File: src/rtl/ctlin_pkg.sv
package ctlin_pkg;

  localparam int QUAL_W = 3;

  typedef enum logic [QUAL_W-1:0] {
    QUAL_NONE  = 3'd0,
    QUAL_DUTY  = 3'd1,
    QUAL_BLANK = 3'd2,
    QUAL_TRIG  = 3'd3,
    QUAL_PWM   = 3'd4,
    QUAL_EXT   = 3'd5
  } qualCode_e;

  // Strobes from control to datapath
  typedef struct packed {
    logic loadSrc;     // source output register may take a new value
    logic qualBypass;  // qualification switched off
  } ctlStrobe_t;

endpackage

File: src/rtl/ctlin_sync.sv
module ctlin_sync #(
  parameter int WIDTH  = 1,
  parameter int STAGES = 2
) (
  input  logic             clk,
  input  logic             rstN,
  input  logic [WIDTH-1:0] din,
  output logic [WIDTH-1:0] dout
);

  logic [WIDTH-1:0] stage [STAGES];

  always_ff @(posedge clk or negedge rstN) begin
    if (!rstN) stage[0] <= '0;
    else       stage[0] <= din;
  end

  for (genvar i = 1; i < STAGES; i++) begin : gChain
    always_ff @(posedge clk or negedge rstN) begin
      if (!rstN) stage[i] <= '0;
      else       stage[i] <= stage[i-1];
    end
  end

  assign dout = stage[STAGES-1];

endmodule

File: src/rtl/ctlin_ctrl.sv
module ctlin_ctrl
  import ctlin_pkg::*;
(
  input  logic              clk,
  input  logic              rstN,
  input  logic              srcEocSync,
  input  logic              eocStrobe,
  input  logic [QUAL_W-1:0] qualSel,
  input  logic              srcCond,
  input  logic              srcNow,
  output ctlStrobe_t        strobe,
  output logic              fallPulse
);

  always_comb begin
    strobe.loadSrc    = !srcEocSync || eocStrobe;
    strobe.qualBypass = (qualCode_e'(qualSel) == QUAL_NONE);
  end

  // The pulse rises on the same edge where the source register drops
  always_ff @(posedge clk or negedge rstN) begin
    if (!rstN) fallPulse <= 1'b0;
    else       fallPulse <= strobe.loadSrc && srcNow && !srcCond;
  end

  AST_FALL_SINGLE: assert property (@(posedge clk) disable iff (!rstN)
    fallPulse |=> !fallPulse);
  AST_FALL_ON_DROP: assert property (@(posedge clk) disable iff (!rstN)
    fallPulse |-> (!srcNow && $past(srcNow)));

endmodule

File: src/rtl/ctlin_datapath.sv
module ctlin_datapath
  import ctlin_pkg::*;
#(
  parameter int N_SRC       = 32,
  parameter int N_PWM       = 8,
  parameter int SYNC_STAGES = 2,
  localparam int SEL_W      = $clog2(N_SRC),
  localparam int PICK_W     = $clog2(N_PWM)
) (
  input  logic              clk,
  input  logic              rstN,
  input  logic [N_SRC-1:0]  srcIn,
  input  logic [SEL_W-1:0]  srcSel,
  input  logic              srcInvert,
  input  logic              srcForce,
  input  logic [QUAL_W-1:0] qualSel,
  input  logic              qualInvert,
  input  logic              qualForce,
  input  logic              dutyActive,
  input  logic              blankActive,
  input  logic              genTriggered,
  input  logic [N_PWM-1:0]  pwmOuts,
  input  logic [PICK_W-1:0] pwmPick,
  input  logic              extQual,
  input  ctlStrobe_t        strobe,
  output logic              srcCond,
  output logic              srcOut,
  output logic              qualOut,
  output logic              pwmPicked
);

  logic [N_SRC:0] asyncBundle;
  logic [N_SRC:0] syncBundle;
  logic           srcPicked;
  logic           pwmSel;
  logic           qualRaw;
  logic           qualCond;

  assign asyncBundle = {extQual, srcIn};

  ctlin_sync #(.WIDTH(N_SRC + 1), .STAGES(SYNC_STAGES)) uSync (
    .clk  (clk),
    .rstN (rstN),
    .din  (asyncBundle),
    .dout (syncBundle)
  );

  always_comb begin
    srcPicked = syncBundle[srcSel];
    srcCond   = srcForce | (srcPicked ^ srcInvert);
    pwmSel    = pwmOuts[pwmPick];
    case (qualCode_e'(qualSel))
      QUAL_DUTY:  qualRaw = dutyActive;
      QUAL_BLANK: qualRaw = blankActive;
      QUAL_TRIG:  qualRaw = genTriggered;
      QUAL_PWM:   qualRaw = pwmSel;
      QUAL_EXT:   qualRaw = syncBundle[N_SRC];
      default:    qualRaw = 1'b0;
    endcase
    qualCond = strobe.qualBypass | qualForce | (qualRaw ^ qualInvert);
  end

  always_ff @(posedge clk or negedge rstN) begin
    if (!rstN) begin
      srcOut    <= 1'b0;
      qualOut   <= 1'b0;
      pwmPicked <= 1'b0;
    end else begin
      if (strobe.loadSrc) srcOut <= srcCond;
      qualOut   <= qualCond;
      pwmPicked <= pwmSel;
    end
  end

endmodule

File: src/rtl/ctlin_shaper.sv
module ctlin_shaper
  import ctlin_pkg::*;
#(
  parameter int N_SRC       = 32,
  parameter int N_PWM       = 8,
  parameter int SYNC_STAGES = 2,
  localparam int SEL_W      = $clog2(N_SRC),
  localparam int PICK_W     = $clog2(N_PWM)
) (
  input  logic              clk,
  input  logic              rstN,
  input  logic [N_SRC-1:0]  srcIn,
  input  logic [SEL_W-1:0]  srcSel,
  input  logic              srcInvert,
  input  logic              srcForce,
  input  logic              srcEocSync,
  input  logic              eocStrobe,
  input  logic [QUAL_W-1:0] qualSel,
  input  logic              qualInvert,
  input  logic              qualForce,
  input  logic              dutyActive,
  input  logic              blankActive,
  input  logic              genTriggered,
  input  logic [N_PWM-1:0]  pwmOuts,
  input  logic [PICK_W-1:0] pwmPick,
  input  logic              extQual,
  output logic              srcOut,
  output logic              qualOut,
  output logic              fallPulse,
  output logic              pwmPicked
);

  ctlStrobe_t strobe;
  logic       srcCond;

  ctlin_ctrl uCtrl (
    .clk        (clk),
    .rstN       (rstN),
    .srcEocSync (srcEocSync),
    .eocStrobe  (eocStrobe),
    .qualSel    (qualSel),
    .srcCond    (srcCond),
    .srcNow     (srcOut),
    .strobe     (strobe),
    .fallPulse  (fallPulse)
  );

  ctlin_datapath #(
    .N_SRC       (N_SRC),
    .N_PWM       (N_PWM),
    .SYNC_STAGES (SYNC_STAGES)
  ) uData (
    .clk          (clk),
    .rstN         (rstN),
    .srcIn        (srcIn),
    .srcSel       (srcSel),
    .srcInvert    (srcInvert),
    .srcForce     (srcForce),
    .qualSel      (qualSel),
    .qualInvert   (qualInvert),
    .qualForce    (qualForce),
    .dutyActive   (dutyActive),
    .blankActive  (blankActive),
    .genTriggered (genTriggered),
    .pwmOuts      (pwmOuts),
    .pwmPick      (pwmPick),
    .extQual      (extQual),
    .strobe       (strobe),
    .srcCond      (srcCond),
    .srcOut       (srcOut),
    .qualOut      (qualOut),
    .pwmPicked    (pwmPicked)
  );

  AST_EOC_HOLD: assert property (@(posedge clk) disable iff (!rstN)
    (srcEocSync && !eocStrobe) |=> $stable(srcOut));
  AST_SRC_FORCE: assert property (@(posedge clk) disable iff (!rstN)
    (srcForce && !srcEocSync) |=> srcOut);
  AST_QUAL_OFF: assert property (@(posedge clk) disable iff (!rstN)
    (qualSel == 3'd0) |=> qualOut);
  AST_QUAL_FORCE: assert property (@(posedge clk) disable iff (!rstN)
    qualForce |=> qualOut);

endmodule

File: config.mk
export PLATFORM = sky130hd
export DESIGN_NAME = ctlin_shaper
export DESIGN_NICKNAME = d
export VERILOG_FILES = /design/src/rtl/ctlin_pkg.sv /design/src/rtl/ctlin_sync.sv /design/src/rtl/ctlin_ctrl.sv /design/src/rtl/ctlin_datapath.sv /design/src/rtl/ctlin_shaper.sv
export SDC_FILE = /design/constraint.sdc
export NUM_CORES = 1
export LEC_CHECK = 0
export BUFFER_PORTS_ARGS = -buffer_cell sky130_fd_sc_hd__buf_4
export CORE_MARGIN = 2
export CORE_UTILIZATION = 50
export DETAILED_ROUTE_END_ITERATION = 12
export GPL_TIMING_DRIVEN = 0
export PLACE_DENSITY = 0.89
export SLEW_MARGIN = 20
export SYNTH_ARGS = -nofsm -noshare
export SYNTH_HDL_FRONTEND = slang
export SYNTH_SLANG_ARGS = --single-unit
export TNS_END_PERCENT = 10
File: constraint.sdc
create_clock -name clk -period 1.5 [get_ports clk]
set_clock_uncertainty 0.05 [all_clocks]
set_input_delay 0.15 -clock clk [delete_from_list [all_inputs] [get_ports clk]]
set_output_delay 0.15 -clock clk [all_outputs]
set_load 0.01 [all_outputs]
==> results.toml <==
[pwr]
vdd_drop_max_uv = 975.8
p_per_area_nw_per_um2 = 1189
leakage_uw = 0.001605
power_uw = 4006

[worst_setup_path]
critPathTopFamily = "compound AO/OA/AOI/OAI gates"
path_cells = "mux2i_2, a211oi_2, nand3_1, nand4_1, mux2i_1, o21a_1"
cp.buffers_inverters = 0
cp.required_ns = 1.73
critPathMaxFanout = 2
startpoint_type = "register"
critPathCaptureType = "register"
cp_slowest_stage_delay_ns = 0.35
path_class = "reg -> reg"
arrival_ns = 1.66
crit_path_top_delay_cell = "dfrtp_1"

[cts]
cts_max_level = 3
clkTransAtPathRegs_ns = 0.07
clock_path_buffers = 2
clock-sinks = 70
cts_root_buffer = "clkbuf_8"
cts_tree = "done"
numCtsBuffers = 9
clock_latency_ns = 0.34

[route]
drt_iter0_markers = 84
vias_per_cell = 4.851
wl_per_cell_um = 16.40
ant_nets = 0
drt_pre_antenna_iters = 4
vias = 1470
drc_errors = 0
routed_wl_mm = 4.969

[hold_path]
hold_path_class = "in -> reg"

[synth]
yosysMostFrequentCell = "dfrtp_1"
synthAdderAreaFrac_pct = 0
synth_area_um2 = 2233
yosys.area.top_type = "dfrtp_1"
synth_area_per_cell_um2 = 16.54
synth-xor-area-share_pct = 0.3922
synth-main-ff-cell = "dfrtp_1"
synthArstFlopShare_pct = 100.0
synth_mux_area_share_pct = 10.48
yosysUniqueCellTypes = 23
synth_edf_count = 0
synthCells = 135
yosysWarnings = 0
synth_top_area_share_pct = 78.43
yosys-top-cells-count = "dfrtp_1, mux2i_1, nand2_1, nand3_1, nor2_1"
syn_nets = 198
synth-simple-area-share_pct = 5.994
yosys-top-cells-area = "dfrtp_1, mux2i_1, mux4_1, a22oi_1, nand2_1"
yosys_register_bits = 70
synth-seq-area-share_pct = 78.43
synth_compound_area_share_pct = 3.922
synth_top_family_by_area = "multiplexers"

[placed_design]
placed_area_um2 = 2788
dp.cells = 252
hpwl_mm = 2.819
port_buffers = 65
place.gp.congestion = 0.8026

[die]
pin_count = 67
coreArea_um2 = 4324
row_count = 24
start_util_pct = 51.65
die_area_um2 = 5018
die_h_um = 70.84
die_w_um = 70.84

[timing]
period_needed_ns = 1.433
hold_viol = 0
setup_tns_ns = 0
rsz0062_at_grt = "false"
hold_ws_ns = 0.06628
max_slew_margin_pct = 45.74
drv_slew = 0
setup_viol = 0
tightestPinTransition_ns = 0.8139
min_period_over_period_pct = 95.56
max_freq_ghz = 0.6977

[global_routing]
grt_pass1_vias = 1637
grt.total_usage_pct = 22.39
antenna_found_initial = 0
grt_pass1_wl_mm = 7.935
grt_start_max_net_pins = 71
grt_overflow = 0

[cells_and_area]
fillers = 239
area_delta_synth_final_pct = 50.81
stdcell_count = 303
drive_gt1_share_pct = 35.46
n_antenna_cell = 0
nets = 309
finalInstanceArea_um2 = 3368

[flow_run]
max_cap_violations = 0

[status]
status = "complete, no violations"
routing by layer:
metal / wire [um] / share of wire [%] / vias to the layer above / GRT usage, %
met5: 0 / 0 / - / 0
met4: 103 / 2.1 / 0 / 11.32
met3: 238 / 4.8 / 11 / 5.556
met2: 2751 / 55 / 55 / 39.46
met1: 1876 / 38 / 723 / 25.28
li1: - / - / 681 / -
registers in the layout (all words and copies together), names as in the netlist:
signal	flops
uData.uSync.dout	33
uData.uSync.stage	33
uCtrl.fallPulse	1
uData.pwmPicked	1
uData.qualOut	1
uData.srcOut	1
cell families after synthesis:
kind of cell              after synthesis
buffers and inverters                   4
and+or+nand+nor                        27
xor gates and xnor gates                1
DFF                                    70
muxes                                  20
AOI/OAI and AO/OA                      13
power by group:
part	internal, uW	switching, uW
combinational	241	164
clock	906	675
sequential	1990	31.7
final timing paths:
kind / startpoint / endpoint / slack, ns / depth (start not counted)
setup / recovery: uData.uSync.dout[2] / uData.srcOut / 0.07 / 6
hold / removal: pwmPick[2] / uData.pwmPicked / 0.07 / 2
setup reg to reg: uData.uSync.dout[2] / uData.srcOut / 0.07 / 6
hold reg to reg: uData.uSync.stage[34] / uData.uSync.dout[1] / 0.30 / 0
max in group asynchronous: rstN / uData.pwmPicked / 0.46 / 2
min in group asynchronous: rstN / uData.uSync.dout[3] / 0.42 / 2
per-stage QoR:
step	setup WS [ns]	utilization [%]
2_1_floorplan	-0.03850	-
3_3_place_gp	-0.2801	64.47
3_5_place_dp	-0.3066	64.47
4_1_cts	0.01701	77.75
5_1_grt	0.0002868	77.89
6_report	0.06664	77.89
cell usage in the layout (no fill, tap or decap), drive strengths merged:
| cell | Yosys | final |
|---|---|---|
| a211o | 1 | 1 |
| a211oi | 1 | 1 |
| a21oi | 4 | 4 |
| a22oi | 4 | 4 |
| and2 | 1 | 1 |
| and3b | 1 | 1 |
| buf | 2 | 66 |
| bufinv | 0 | 1 |
| clkbuf | 0 | 13 |
| clkinv | 0 | 1 |
| clkinvlp | 0 | 2 |
| dfrtp | 70 | 70 |
| dlygate4sd3 | 0 | 35 |
| inv | 2 | 2 |
| mux2 | 1 | 1 |
| mux2i | 17 | 17 |
| mux4 | 2 | 2 |
| nand2 | 8 | 8 |
| nand2b | 3 | 3 |
| nand3 | 5 | 5 |
| nand4 | 1 | 1 |
| nor2 | 5 | 5 |
| nor2b | 2 | 2 |
| nor3b | 1 | 1 |
| o21a | 1 | 1 |
| o21ai | 1 | 1 |
| o221ai | 1 | 1 |
| xor2 | 1 | 1 |
cell type report:
| class | count | area (um^2) | share of cell area [%] |
|---|---|---|---|
| sequential | 70 | 1752 | 52.01 |
| timing repair buffer | 100 | 838.3 | 24.89 |
| multi-input combinational | 61 | 474.2 | 14.08 |
| clock buffer | 12 | 165.2 | 4.903 |
| tap | 52 | 65.06 | 1.932 |
| clock inverter | 4 | 53.80 | 1.597 |
| buffer | 2 | 12.51 | 0.3715 |
| inverter | 2 | 7.507 | 0.2229 |
repair_timing:
item,in CTS,in global routing
setup endpoints to repair,1,2
gates resized for setup,1,2
hold endpoints to repair,104,0
buffers inserted,0,0
gates cloned,0,0
hold buffers,35,0
(Power assumes the default switching activity.)
